==> config.mk <==
export PLATFORM = sky130hd
export DESIGN_NAME = ctl_pulse_decoder
export DESIGN_NICKNAME = d
export VERILOG_FILES = /design/src/rtl/ctl_pulse_pkg.sv /design/src/rtl/ctl_flag_sync.sv /design/src/rtl/ctl_run_counter.sv /design/src/rtl/ctl_pulse_decoder.sv
export SDC_FILE = /design/constraint.sdc
export NUM_CORES = 1
export LEC_CHECK = 0
export ABC_AREA = 1
export BUFFER_PORTS_ARGS = -buffer_cell sky130_fd_sc_hd__clkbuf_2
export CORE_ASPECT_RATIO = 0.8
export CORE_MARGIN = 2
export CORE_UTILIZATION = 52
export DETAILED_ROUTE_END_ITERATION = 10
export GPL_ROUTABILITY_DRIVEN = 0
export GPL_TIMING_DRIVEN = 0
export PLACE_DENSITY = 0.73
export SLEW_MARGIN = 20
export SYNTH_ARGS = -nofsm -noshare
export SYNTH_HDL_FRONTEND = slang
export SYNTH_SLANG_ARGS = --single-unit
==> constraint.sdc <==
create_clock -name clk -period 1.1 [get_ports clk]
set_input_delay 0.055 -clock clk [delete_from_list [all_inputs] [get_ports clk]]
set_output_delay 0.055 -clock clk [all_outputs]
set_load 0.01 [all_outputs]
==> src/rtl/ctl_pulse_pkg.sv <==
package ctl_pulse_pkg;

  // Number of synchroniser flops between the comparator flags and the decoder.
  localparam int SYNC_DEPTH = 2;

  typedef enum logic [1:0] {
    LV_MID  = 2'd0,
    LV_LOW  = 2'd1,
    LV_HIGH = 2'd2,
    LV_BAD  = 2'd3
  } pin_level_e;

  typedef enum logic [1:0] {
    ST_REST = 2'd0,   // at middle level, measuring the gap
    ST_DOWN = 2'd1,   // inside a low excursion
    ST_UP   = 2'd2,   // inside a high excursion
    ST_VOID = 2'd3    // excursion discarded, waiting for middle
  } dec_state_e;

  function automatic pin_level_e classify(input logic lo, input logic hi);
    unique case ({hi, lo})
      2'b00:   return LV_MID;
      2'b01:   return LV_LOW;
      2'b10:   return LV_HIGH;
      default: return LV_BAD;
    endcase
  endfunction

endpackage

==> src/rtl/ctl_flag_sync.sv <==
module ctl_flag_sync #(
  parameter int WIDTH  = 3,
  parameter int STAGES = 2
) (
  input  logic             clk,
  input  logic             rst_n,
  input  logic [WIDTH-1:0] d,
  output logic [WIDTH-1:0] q
);

  logic [WIDTH-1:0] stg [STAGES];

  for (genvar i = 0; i < STAGES; i++) begin : g_stage
    if (i == 0) begin : g_first
      always_ff @(posedge clk or negedge rst_n) begin
        if (!rst_n) stg[0] <= '0;
        else        stg[0] <= d;
      end
    end else begin : g_next
      always_ff @(posedge clk or negedge rst_n) begin
        if (!rst_n) stg[i] <= '0;
        else        stg[i] <= stg[i-1];
      end
    end
  end

  assign q = stg[STAGES-1];

endmodule

==> src/rtl/ctl_run_counter.sv <==
module ctl_run_counter #(
  parameter int MAX_VAL = 1,
  parameter int CW      = $clog2(MAX_VAL + 1)
) (
  input  logic          clk,
  input  logic          rst_n,
  input  logic          clr,
  input  logic          inc,
  output logic [CW-1:0] count
);

  localparam logic [CW-1:0] TOP = CW'(MAX_VAL);

  logic [CW-1:0] cnt_n;
  logic          cnt_upd;

  assign cnt_upd = clr | inc;

  always_comb begin
    cnt_n = count;
    if (clr)                     cnt_n = '0;
    else if (inc && count != TOP) cnt_n = count + CW'(1);
  end

  always_ff @(posedge clk or negedge rst_n) begin
    if (!rst_n)       count <= '0;
    else if (cnt_upd) count <= cnt_n;
  end

endmodule

==> src/rtl/ctl_pulse_decoder.sv <==
module ctl_pulse_decoder
  import ctl_pulse_pkg::*;
#(
  parameter int MIN_W  = 20,  // excursion must last more than this many cycles
  parameter int GAP_W  = 4,   // middle cycles required before an excursion (>= 1)
  parameter int PROG_W = 24   // programming hold must last more than this
) (
  input  logic clk,
  input  logic rst_n,
  input  logic lo_flag,
  input  logic hi_flag,
  input  logic prog_flag,
  input  logic cnt_en,
  output logic inc_stb,
  output logic dec_stb,
  output logic prog_stb
);

  localparam int WCW = $clog2(MIN_W + 2);
  localparam int GCW = $clog2(GAP_W + 1);
  localparam int PCW = $clog2(PROG_W + 2);
  localparam logic [WCW-1:0] W_LONG = WCW'(MIN_W + 1);
  localparam logic [GCW-1:0] G_FULL = GCW'(GAP_W);
  localparam logic [PCW-1:0] P_FIRE = PCW'(PROG_W);

  // Synchronised comparator flags
  logic [2:0] raw_flags, syn_flags;
  logic       s_lo, s_hi, s_pg;

  assign raw_flags = {prog_flag, hi_flag, lo_flag};

  ctl_flag_sync #(.WIDTH(3), .STAGES(SYNC_DEPTH)) u_sync (
    .clk   (clk),
    .rst_n (rst_n),
    .d     (raw_flags),
    .q     (syn_flags)
  );

  assign s_lo = syn_flags[0];
  assign s_hi = syn_flags[1];
  assign s_pg = syn_flags[2];

  pin_level_e lvl;
  logic       at_mid;

  assign lvl    = classify(s_lo, s_hi);
  assign at_mid = (lvl == LV_MID);

  // Run-length measurement of excursion, gap and programming hold
  logic [WCW-1:0] wid_cnt;
  logic [GCW-1:0] gap_cnt;
  logic [PCW-1:0] pg_cnt;

  ctl_run_counter #(.MAX_VAL(MIN_W + 1), .CW(WCW)) u_wid (
    .clk(clk), .rst_n(rst_n), .clr(at_mid), .inc(!at_mid), .count(wid_cnt)
  );

  ctl_run_counter #(.MAX_VAL(GAP_W), .CW(GCW)) u_gap (
    .clk(clk), .rst_n(rst_n), .clr(!at_mid), .inc(at_mid), .count(gap_cnt)
  );

  ctl_run_counter #(.MAX_VAL(PROG_W + 1), .CW(PCW)) u_pg (
    .clk(clk), .rst_n(rst_n), .clr(!s_pg), .inc(s_pg), .count(pg_cnt)
  );

  logic armed, long_ok;
  assign armed   = (gap_cnt == G_FULL);
  assign long_ok = (wid_cnt == W_LONG);

  // Pulse state machine
  dec_state_e state_q, state_n;
  logic       first_q, first_n;
  logic       inc_q, inc_n, dec_q, dec_n, prog_q, prog_n;
  logic       qual, qual_up;

  always_comb begin
    state_n = state_q;
    qual    = 1'b0;
    qual_up = 1'b0;
    unique case (state_q)
      ST_REST: begin
        unique case (lvl)
          LV_LOW:  state_n = armed ? ST_DOWN : ST_VOID;
          LV_HIGH: state_n = (armed && !s_pg) ? ST_UP : ST_VOID;
          LV_BAD:  state_n = ST_VOID;
          default: state_n = ST_REST;
        endcase
      end
      ST_DOWN: begin
        if (at_mid) begin
          state_n = ST_REST;
          qual    = long_ok;
          qual_up = 1'b1;
        end else if (lvl != LV_LOW) begin
          state_n = ST_VOID;
        end
      end
      ST_UP: begin
        if (at_mid) begin
          state_n = ST_REST;
          qual    = long_ok;
        end else if (lvl != LV_HIGH || s_pg) begin
          state_n = ST_VOID;
        end
      end
      default: begin
        if (at_mid) state_n = ST_REST;
      end
    endcase
  end

  always_comb begin
    first_n = first_q;
    inc_n   = 1'b0;
    dec_n   = 1'b0;
    if (qual) begin
      if (!first_q) begin
        first_n = 1'b1;
      end else if (cnt_en) begin
        inc_n = qual_up;
        dec_n = !qual_up;
      end
    end
    prog_n = s_pg && (pg_cnt == P_FIRE);
  end

  logic first_upd;
  assign first_upd = qual & ~first_q;

  always_ff @(posedge clk or negedge rst_n) begin
    if (!rst_n) begin
      state_q <= ST_REST;
      inc_q   <= 1'b0;
      dec_q   <= 1'b0;
      prog_q  <= 1'b0;
    end else begin
      state_q <= state_n;
      inc_q   <= inc_n;
      dec_q   <= dec_n;
      prog_q  <= prog_n;
    end
  end

  always_ff @(posedge clk or negedge rst_n) begin
    if (!rst_n)         first_q <= 1'b0;
    else if (first_upd) first_q <= first_n;
  end

  assign inc_stb  = inc_q;
  assign dec_stb  = dec_q;
  assign prog_stb = prog_q;

endmodule

==> impl_metrics.json <==
{
  "status": "finished with violations",
  "violations": "setup timing",
  "cp-start-kind": "register",
  "nets": 180,
  "ys_seq_area_frac": 0.522,
  "portBuffers": 8,
  "core_area_um2": 2180,
  "area.growth.synth_to_final_pct": 40.5,
  "rsz0062_at_grt": "yes",
  "place_inst": 163,
  "synth_nets": 147,
  "numCtsBuffers": 3,
  "end_kind": "register",
  "ir_drop_mv": 1.42,
  "yosysUniqueCellTypes": 18,
  "pin_count": 9,
  "first_iter_violations": 38,
  "yosys.area_share.simple": 0.223,
  "muxShareOfSynthArea": 0,
  "avgSynthCellArea_um2": 9.22,
  "synth_cells": 130,
  "max_freq_mhz": 770,
  "grt_max_degree": 26,
  "crit_required_ps": 1370,
  "place_area_um2": 1280,
  "fin_crit_ps": 1300,
  "synth_area_um2": 1200,
  "avgViaCountPerCell": 5.31,
  "die_h_um": 46.9,
  "wl_mm": 2.59,
  "clkPwrFrac": 0.160,
  "synth_compound_area_frac": 0.0595,
  "stdcell_count": 187,
  "hpwlAfterDp_mm": 1.55,
  "combPwrFrac": 0.396,
  "hold_class": "input pin to asynchronous set/reset pin",
  "post_drt_wl_per_cell_um": 13.8,
  "grt.overflow.total": 0,
  "cts-root-buf": "clkbuf_4",
  "synthAdderAreaFrac": 0.115,
  "slew_violations": 0,
  "max_slew.worst_pin.slew_ps": 603,
  "setup_viol": 14,
  "cts_max_level": 1,
  "grt_pass1_vias": 903,
  "yosysWarnings": 0,
  "grt_pass1_wl_mm": 3.87,
  "dieArea_um2": 2710,
  "clock_path_buffers": 2,
  "fin_area_um2": 1680,
  "cts_tree": "built",
  "antenna_left": 0,
  "vias": 993,
  "num_antenna_cells": 0,
  "post-route-period-util": 1.18,
  "path_clk_slew_ps": 150,
  "cts.sinks": 25,
  "cellLeakagePower_nw": 0.773,
  "critPathArrivalTime_ps": 1570,
  "synth_xor_area_frac": 0.0219,
  "maxCapViolations": 0,
  "drive_above_1_share": 0.451,
  "antenna_found_initial": 0,
  "power_frac_seq": 0.444,
  "p_switching_w": 0.00108,
  "dieWidth_um": 57.7,
  "synth_seq_cells": 25,
  "crit_fanout": 4,
  "slew_headroom": 0.598,
  "row_count": 15,
  "synth_top_family_by_area": "simple AND/OR/NAND/NOR gates",
  "worstSetupPathType": "register to register",
  "floorplan.initialDensity": 0.551,
  "drt_pass1_iterations": 4,
  "hold_viol_final": 0,
  "track_usage": 0.195,
  "switching_share": 0.387,
  "clk-insertion-delay-late_ps": 330,
  "drc": 0,
  "internal_power_w": 0.00171,
  "power.density_nw_per_um2": 1660,
  "fin_worst_skew_ps": 11.5,
  "setup_ws_ps": -199
}
==> synthesized netlist by cell type <==
library cell,count,share of area
nand2_2,1,0.0052
nor3_1,3,0.013
xnor2_1,1,0.0073
nand3_1,12,0.050
nand2_1,27,0.085
nor2_2,1,0.0052
nand4_2,1,0.010
dfrtp_1,25,0.52
nor2_1,12,0.038
nor3_2,1,0.0084
inv_4,1,0.0052
a31oi_1,1,0.0052
ha_1,11,0.11
nor2_4,1,0.0094
inv_1,17,0.053
a21oi_1,3,0.013
xor2_1,2,0.015
o21ai_0,10,0.042
==> kinds of logic after synthesis <==
logic type | Yosys count
fa+ha+maj | 11
xor+xnor | 3
simple gates | 59
compound gates | 14
flops | 25
buf+inv | 18
==> flip-flops by register name, summed over array words and instances, names as in the netlist <==
| signal | cells |
|---|---|
| inc_stb | 1 |
| prog_stb | 1 |
| u_wid.count | 5 |
| u_pg.count | 5 |
| u_gap.count | 3 |
| state_q | 2 |
| u_sync.q | 3 |
| u_sync.stg | 3 |
| dec_stb | 1 |
| first_q | 1 |
==> cells in the final DEF (no fill, tap or decap), types with 2 or more instances in the layout <==
cell type	instances
a21oi_1	2
buf_4	11
buf_6	4
clkbuf_2	8
clkbuf_4	3
dfrtp_1	21
dfrtp_2	4
dlygate4sd3_1	5
ha_1	3
ha_4	7
inv_1	8
inv_2	9
nand2_1	20
nand2_2	6
nand2_4	2
nand3_1	11
nor2_1	7
nor2_4	6
nor3_2	2
o21ai_0	3
o21ai_1	4
o21ai_2	3
xor2_1	2
==> final timing paths <==
check	slack, ps	cells past startpoint	start	to
worst max-delay path	-200	9	state_q[0]	state_q[0]
worst min-delay path	240	2	rst_n	u_pg.count[1]
worst max register to register	-200	9	state_q[0]	state_q[0]
worst min register to register	370	0	u_sync.stg[5]	u_sync.q[2]
max in group asynchronous	430	2	rst_n	state_q[1]
min in group clk	340	2	lo_flag	u_sync.stg[3]
==> area by class of cell <==
type / count / area (um2)
Clock buffer: 3 / 22.5
Clock inverter: 1 / 8.76
Fill cell: 139 / 493
Inverter: 18 / 70.1
Multi-Input combinational cell: 87 / 703
Sequential cell: 25 / 631
Tap cell: 25 / 31.3
Timing Repair Buffer: 28 / 218
==> routing by layer <==
layer | share of wire | up-vias | global-route usage
met2 | 0.51 | 36 | 0.368
li1 | - | 483 | -
met3 | 0.049 | 8 | 0.0579
met5 | 0 | - | 0
met4 | 0.035 | 0 | 0.0465
met1 | 0.41 | 466 | 0.223
==> power by group through the flow <==
| stage | Combinational, W | Sequential, W | Clock (W) |
|---|---|---|---|
| 2_1_floorplan | 0.000523 | 0.00116 | 0 |
| 3_3_place_gp | 0.000622 | 0.00119 | 0 |
| 5_1_grt | 0.00120 | 0.00126 | 0.000498 |
| 4_1_cts | 0.000925 | 0.00122 | 0.000449 |
| 3_5_place_dp | 0.000669 | 0.00121 | 0 |
| 6_report | 0.00110 | 0.00124 | 0.000448 |
==> critical path: stages (launching register included) <==
cell,delay [ps]
dfrtp_2,450
inv_2,80
ha_4,180
nand2_2,60
inv_2,30
nand2_2,70
nand2_2,50
nor2_2,140
nand3_1,90
nand2_1,80
==> metrics by stage <==
stage | TNS (ps) | power [W] | hold WS, ps | setup WS (ps) | util
after CTS | -599 | 0.00260 | 265 | -159 | 0.705
after global placement | -485 | 0.00181 | 82.5 | -87.0 | 0.587
after global routing | -1760 | 0.00295 | 268 | -244 | 0.774
final | -725 | 0.00279 | 237 | -199 | 0.774
after detailed placement | -1280 | 0.00188 | 96.5 | -205 | 0.587
after floorplan | -29.8 | 0.00169 | -241 | -14.9 | -
==> timing repair <==
item                                   4_1_cts  5_1_grt
setup endpoints to repair                   14       17
pin swaps                                    9       13
endpoints found under the hold margin       30        0
hold buffers                                 5        0
resized for setup                           36       27
buffers inserted                             9        6
(Power assumes the default switching activity.)
